==> src/rtl/sync_gate_pkg.sv <==
package sync_gate_pkg;
    localparam int SG_IN_STREAMS  = 4;
    localparam int SG_OUT_STREAMS = 4;
    localparam int SG_ADDR_W      = 8;
    localparam int SG_DATA_W      = 32;
    localparam int SG_REG_OFFSET  = 'h34;
endpackage

==> src/rtl/sg_mask_reg.sv <==
module sg_mask_reg #(
    parameter int NS      = 8,
    parameter int ADDR_W  = 8,
    parameter int DATA_W  = 32,
    parameter int OFFSET  = 'h34
) (
    input  logic              clk,
    input  logic              rst_n,
    input  logic              wr_en,
    input  logic [ADDR_W-1:0] addr,
    input  logic [DATA_W-1:0] wdata,
    output logic [DATA_W-1:0] rdata,
    output logic [NS-1:0]     mask_o
);
    localparam logic [ADDR_W-1:0] HIT_ADDR = ADDR_W'(OFFSET);

    typedef struct packed {
        logic [NS-1:0] mask;
    } reg_state_t;

    reg_state_t st_d, st_q;
    logic       hit;
    logic       unused_wdata_hi;

    assign hit             = (addr == HIT_ADDR);
    assign unused_wdata_hi = ^wdata[DATA_W-1:NS];

    always_comb begin
        st_d = st_q;
        if (wr_en && hit) begin
            st_d.mask = wdata[NS-1:0];
        end
    end

    always_ff @(posedge clk) begin
        if (!rst_n) begin
            st_q <= '0;
        end else begin
            st_q <= st_d;
        end
    end

    always_comb begin
        rdata = '0;
        if (hit) begin
            rdata[NS-1:0] = st_q.mask;
        end
    end

    assign mask_o = st_q.mask;
endmodule

==> src/rtl/sg_frame_latch.sv <==
module sg_frame_latch #(
    parameter int NS = 8
) (
    input  logic          clk,
    input  logic          rst_n,
    input  logic          frame_start,
    input  logic [NS-1:0] mask_i,
    output logic [NS-1:0] hold_o
);
    typedef struct packed {
        logic [NS-1:0] hold;
    } latch_state_t;

    latch_state_t st_d, st_q;

    always_comb begin
        st_d = st_q;
        if (frame_start) begin
            st_d.hold = mask_i;
        end
    end

    always_ff @(posedge clk) begin
        if (!rst_n) begin
            st_q <= '0;
        end else begin
            st_q <= st_d;
        end
    end

    assign hold_o = st_q.hold;
endmodule

==> src/rtl/sg_stream_gate.sv <==
module sg_stream_gate #(
    parameter int NUM_IN  = 4,
    parameter int NUM_OUT = 4,
    localparam int NS     = NUM_IN + NUM_OUT
) (
    input  logic [NS-1:0] run,
    input  logic [NS-1:0] fifo_rdy,
    input  logic [NS-1:0] hold,
    output logic [NS-1:0] link_en
);
    for (genvar gi = 0; gi < NUM_IN; gi++) begin : g_in
        assign link_en[gi] = run[gi] & fifo_rdy[gi] & ~hold[gi];
    end

    for (genvar go = 0; go < NUM_OUT; go++) begin : g_out
        localparam int IDX = NUM_IN + go;
        assign link_en[IDX] = run[IDX] & fifo_rdy[IDX] & ~hold[IDX];
    end
endmodule

==> src/rtl/sync_start_gate.sv <==
module sync_start_gate
    import sync_gate_pkg::*;
#(
    parameter int NUM_IN     = SG_IN_STREAMS,
    parameter int NUM_OUT    = SG_OUT_STREAMS,
    parameter int ADDR_W     = SG_ADDR_W,
    parameter int DATA_W     = SG_DATA_W,
    parameter int REG_OFFSET = SG_REG_OFFSET,
    localparam int NS        = NUM_IN + NUM_OUT
) (
    input  logic              clk,
    input  logic              rst_n,
    input  logic              reg_wr_en,
    input  logic [ADDR_W-1:0] reg_addr,
    input  logic [DATA_W-1:0] reg_wdata,
    output logic [DATA_W-1:0] reg_rdata,
    input  logic [NS-1:0]     run,
    input  logic [NS-1:0]     fifo_rdy,
    input  logic              frame_start,
    output logic [NS-1:0]     link_en
);
    logic [NS-1:0] mask_w;
    logic [NS-1:0] hold_w;

    sg_mask_reg #(
        .NS(NS), .ADDR_W(ADDR_W), .DATA_W(DATA_W), .OFFSET(REG_OFFSET)
    ) u_reg (
        .clk(clk), .rst_n(rst_n), .wr_en(reg_wr_en), .addr(reg_addr),
        .wdata(reg_wdata), .rdata(reg_rdata), .mask_o(mask_w)
    );

    sg_frame_latch #(.NS(NS)) u_latch (
        .clk(clk), .rst_n(rst_n), .frame_start(frame_start),
        .mask_i(mask_w), .hold_o(hold_w)
    );

    sg_stream_gate #(.NUM_IN(NUM_IN), .NUM_OUT(NUM_OUT)) u_gate (
        .run(run), .fifo_rdy(fifo_rdy), .hold(hold_w), .link_en(link_en)
    );
endmodule

==> config.mk <==
export PLATFORM = sky130hd
export DESIGN_NAME = sync_start_gate
export DESIGN_NICKNAME = d
export VERILOG_FILES = /design/src/rtl/sync_gate_pkg.sv /design/src/rtl/sg_mask_reg.sv /design/src/rtl/sg_frame_latch.sv /design/src/rtl/sg_stream_gate.sv /design/src/rtl/sync_start_gate.sv
export SDC_FILE = /design/constraint.sdc
export NUM_CORES = 1
export LEC_CHECK = 0
export ABC_AREA = 1
export CORE_AREA = 2 2 60 62
export DETAILED_ROUTE_END_ITERATION = 10
export DIE_AREA = 0 0 62 64
export HOLD_SLACK_MARGIN = 0.12
export PLACE_DENSITY = 0.83
export SLEW_MARGIN = 20
export SYNTH_ARGS = -nofsm -noshare
export SYNTH_HDL_FRONTEND = slang
export SYNTH_SLANG_ARGS = --single-unit
==> constraint.sdc <==
create_clock -name clk -period 1.2 [get_ports clk]
set_input_delay 0.12 -clock clk [delete_from_list [all_inputs] [get_ports clk]]
set_output_delay 0.12 -clock clk [all_outputs]
set_load 0.02 [all_outputs]
======== Word-level counts from Yosys, hierarchy flattened ========
Cells that the tools add are included.
Widths: inputs -> output; s select.
storage, ports and cells
  input port bits ......................... 60
  output and inout port bits .............. 40
  register bits after elaboration ......... 16
  logic and storage cells ................. 29
cells by class
  muxes and demuxes ....................... 1
  equal/unequal tests ..................... 1
  reduce and logical (&&, ||, !) cells .... 1
  bitwise gates (word level) .............. 24
operators with widths
  kind                count
  $and 1x1->1         16
  $eq 8x6->1 const B  1
  $mux 8              1
  $not 1->1           8
  $logic_and 1x1->1   1

======== Depth between registers and ports, before layout ========
  word-level depth ........................ 2
  mapped depth ............................ 7
  mapped depth without buffers ............ 7

======== By module ========
A second synthesis with hierarchy kept.
second synthesis, totals
  cells, all modules ...................... 185
  area total of the unflattened synthesis .. 1133.6 um^2
modules (own cells, without submodules)
  module          instances  area an instance (um^2)  cells each  sequential area each (um^2)
  sg_mask_reg     1          696.9                    118         160.2
  sg_frame_latch  1          356.6                    51          160.2
  sg_stream_gate  1          80.1                     16          0.0

======== Least setup slack after synthesis ========
No wires, ideal clock.
  kind .................................... input -> output
  start ................................... in reg_addr[1]
  end ..................................... out reg_rdata[0]
  required time ........................... 1.080 ns
  data arrival time ....................... 0.871 ns
  buffers on the path ..................... 0
  stages on the path ...................... 5
  path slack .............................. 0.209 ns
  cells stage by stage .................... nor2_2 > nand2_1 > nor2_4 > inv_2 > nor2_1
between the ends
  cells in the longest elaborated chain, start to end .. 2
RTL lines
  element          RTL line               RTL
  start, declared  sync_start_gate.sv:14  input logic [ADDR_W-1:0] reg_addr,
  $eq 8x6->1       sg_mask_reg.sv:25      assign hit = (addr == HIT_ADDR);
  $mux 8           sg_mask_reg.sv:45      if (hit) begin
  end, declared    sync_start_gate.sv:16  output logic [DATA_W-1:0] reg_rdata,
Every way passes these cells.

======== Final worst setup path ========
  start ................................... in run[4]
  end ..................................... out link_en[4]
between the ends
  cells in the longest elaborated chain, start to end .. 2
RTL lines
  element                    RTL line               RTL
  start, declared            sync_start_gate.sv:17  input logic [NS-1:0] run,
  $and 1x1->1 (2 in series)  sg_stream_gate.sv:17   assign link_en[IDX] = run[IDX] & fifo_rdy[IDX] & ~hold[IDX];
  end, declared              sync_start_gate.sv:20  output logic [NS-1:0] link_en
Every way passes these cells.

==> reports/results.txt <==
Multi-input gate area - 514 sq um
Placeable Area - 3280 sq um
first-pass GRT wire length - 3.53 mm
Fill cells - 350
kind of critical path - input port to output pin
Fin. Hold Viols - 0
nets - 278
RSZ-0062 raised after global routing - no
synth warn - 0
setup ws final - 0.0323 ns
Reg2Reg Depth - 5
gr usage total - 0.115
hold path depth - 7
H-tree depth - 1
cell count after synthesis - 159
Synth Cell Area - 1000 sq um
Power Dens Cells - 718 nW/um^2
hold_sp - reg_addr[5]
synth unique cells - 14
max cap viols - 0
vias in the first global route - 873
Routed WL - 2.23 mm
Area after DPL - 1520 sq um
Via Count - 977
clk buf depth - 2
Pint - 0.798 mW
Worst VDD drop - 0.242 mV
wire per inst - 8.50 microns
Worst EP arrival - 1.05 ns
clock power share - 0.239
crit share post-route - 0.973
clk root buf - clkbuf_4
DIE AREA - 3970 sq um
number of vias per cell - 3.73
area share of the leading cell type in the synthesized netlist - 0.320
status - completed
initial antenna violation count - 0
register share of total power - 0.495
clk_lat worst skew - 0.27 ns
Storage cell area - 320 sq um
Final setup viols - 0
Hold Crit Class - input port to flop
IO Count - 100
Layout Skew - 0.000460 ns
TritonCTS Sinks - 16
commonest non-fill, non-tap cells in the layout - inv_1, nand2_1, clkdlybuf4s50_1, conb_1, nor2_1
CP max stage cell - clkdlybuf4s50_1
reg2reg end - u_reg.mask_o[4]$_SDFFE_PN0P_
max-slew violations - 0
clk slew on worst S/H paths - 0.08 ns
critical path cell sequence - clkdlybuf4s50_1 -> nand2_1 -> nor2_1 -> dlygate4sd2_1
WP buf/inv - 2
worst r2r src - u_reg.mask_o[4]$_SDFFE_PN0P_
required time of the critical path - 1.08 ns
number of buffers created by CTS - 3
share of cells above drive strength 1 - 0.199
Final TNS setup - 0 ns
hold endpoint - u_reg.mask_o[6]$_SDFFE_PN0P_
DRC - 0
sw frac - 0.283
post-detail-place hpwl - 1.76 mm
Yosys top cell by area - dfxtp_1
post-CTS setup buffer count - 0
Net Sw Power - 0.315 mW
ANT cells - 0
DRT Pass-1 Iters - 4
final instance area - 1550 sq um
I/O Buffers - 51
CP max stage delay - 0.46 ns
Syn Area/Cell - 6.30 sq um
die height - 64 microns
initial DRC count - 7
fin crit period - 1.17 ns
CTS tree - done
Seq/Total Area, Yosys - 0.320
largest net degree at the start of global routing - 17
main area contributors after synthesis - dfxtp_1, buf_4, inv_1
logic gate share of total power - 0.266
GRT overflow - 0
commonest non-fill, non-tap cell in the layout - inv_1
Syn-to-layout area delta - 54.7%
fin util - 0.472
hold-fix buffers at CTS - 0
FF+latch count, synth - 16
CP endpoint kind - output pin
RD Place Congestion - 0.775
worst reg-to-reg setup slack - 0.44 ns
dpl ws - -0.629 ns
leakage power total - 0.757 nW
ANT nets after route - 0
CP Max Fanout - 1
row cnt - 21
die span in x - 62 microns
initial core utilization - 0.305
Peak Freq - 0.856 GHz
Overall Power - 1.11 mW
critical path startpoint category - input port
Top delay family on crit path - buffers and inverters
power by group through the flow:
stage,clock network [mW],logic [mW],registers (mW)
after floorplan,0,0.209,0.562
after global routing,0.291,0.327,0.553
after detailed placement,0,0.317,0.564
after CTS,0.278,0.298,0.552
final,0.266,0.296,0.551
after global placement,0,0.313,0.564
what timing repair did:
action                                 in CTS  in global routing
setup endpoints to repair                  16                 14
endpoints found under the hold margin       0                  0
resized for setup                          54                 48
pin swaps                                   8                  8
synth_stat cells, drive strengths merged:
master and instances:
inv 31, buf 27, dfxtp 16, nand2 29
o21ai 8, conb 1, nor2 30, a21oi 8
nand3 9
worst max-delay path by stage:
stage | endpoint | from | cells after the start | slack, ns
finish | link_en[4] | run[4] | 4 | 0.03
global route | link_en[2] | u_latch.hold_o[2]$_SDFFE_PN0P_ | 2 | 0.008
CTS | reg_rdata[0] | reg_addr[6] | 7 | 0.001
detailed placement | reg_rdata[6] | reg_addr[2] | 8 | -0.63
global placement | reg_rdata[3] | reg_addr[2] | 8 | -0.63
floorplan | reg_rdata[0] | reg_addr[1] | 5 | 0.21
tightest hold or removal path: stages:
cell,delay (ns)
clkbuf_2,0.09
nand2_2,0.05
nor2_1,0.05
nand3_2,0.14
nand2_1,0.07
inv_1,0.04
nor2_1,0.03
metrics by stage:
stage / hold slack, ns / std cells
floorplan: 0.258 / 182
global placement: 0.467 / 259
detailed placement: 0.468 / 259
CTS: 0.464 / 262
global route: 0.405 / 262
finish: 0.354 / 262
registers in the layout, summed over array words and instances (netlist names):
| register | cells |
|---|---|
| u_latch.hold_o | 8 |
| u_reg.mask_o | 8 |
cell type report:
class | count | area share
clock buffer | 3 | 0.0145
tap | 46 | 0.0371
multi-input combinational | 108 | 0.332
sequential | 16 | 0.207
inverter | 31 | 0.0783
timing repair buffer | 58 | 0.332
metal layers:
metal | up-vias | GRT usage | wire length, microns
met5 | - | 0 | 0
met4 | 0 | 0.0559 | 27
met3 | 2 | 0.0182 | 199
met2 | 43 | 0.189 | 1060
met1 | 394 | 0.140 | 935
li1 | 538 | - | -
kinds of logic (layout without fill, tap and decap cells):
logic type	after synthesis	count (layout)	synth area share
flops	16	16	0.320
buf+inv	58	92	0.313
simple gates	68	68	0.283
other cells	1	24	0.00374
compound gates	16	16	0.0799
(Power assumes the default switching activity.)
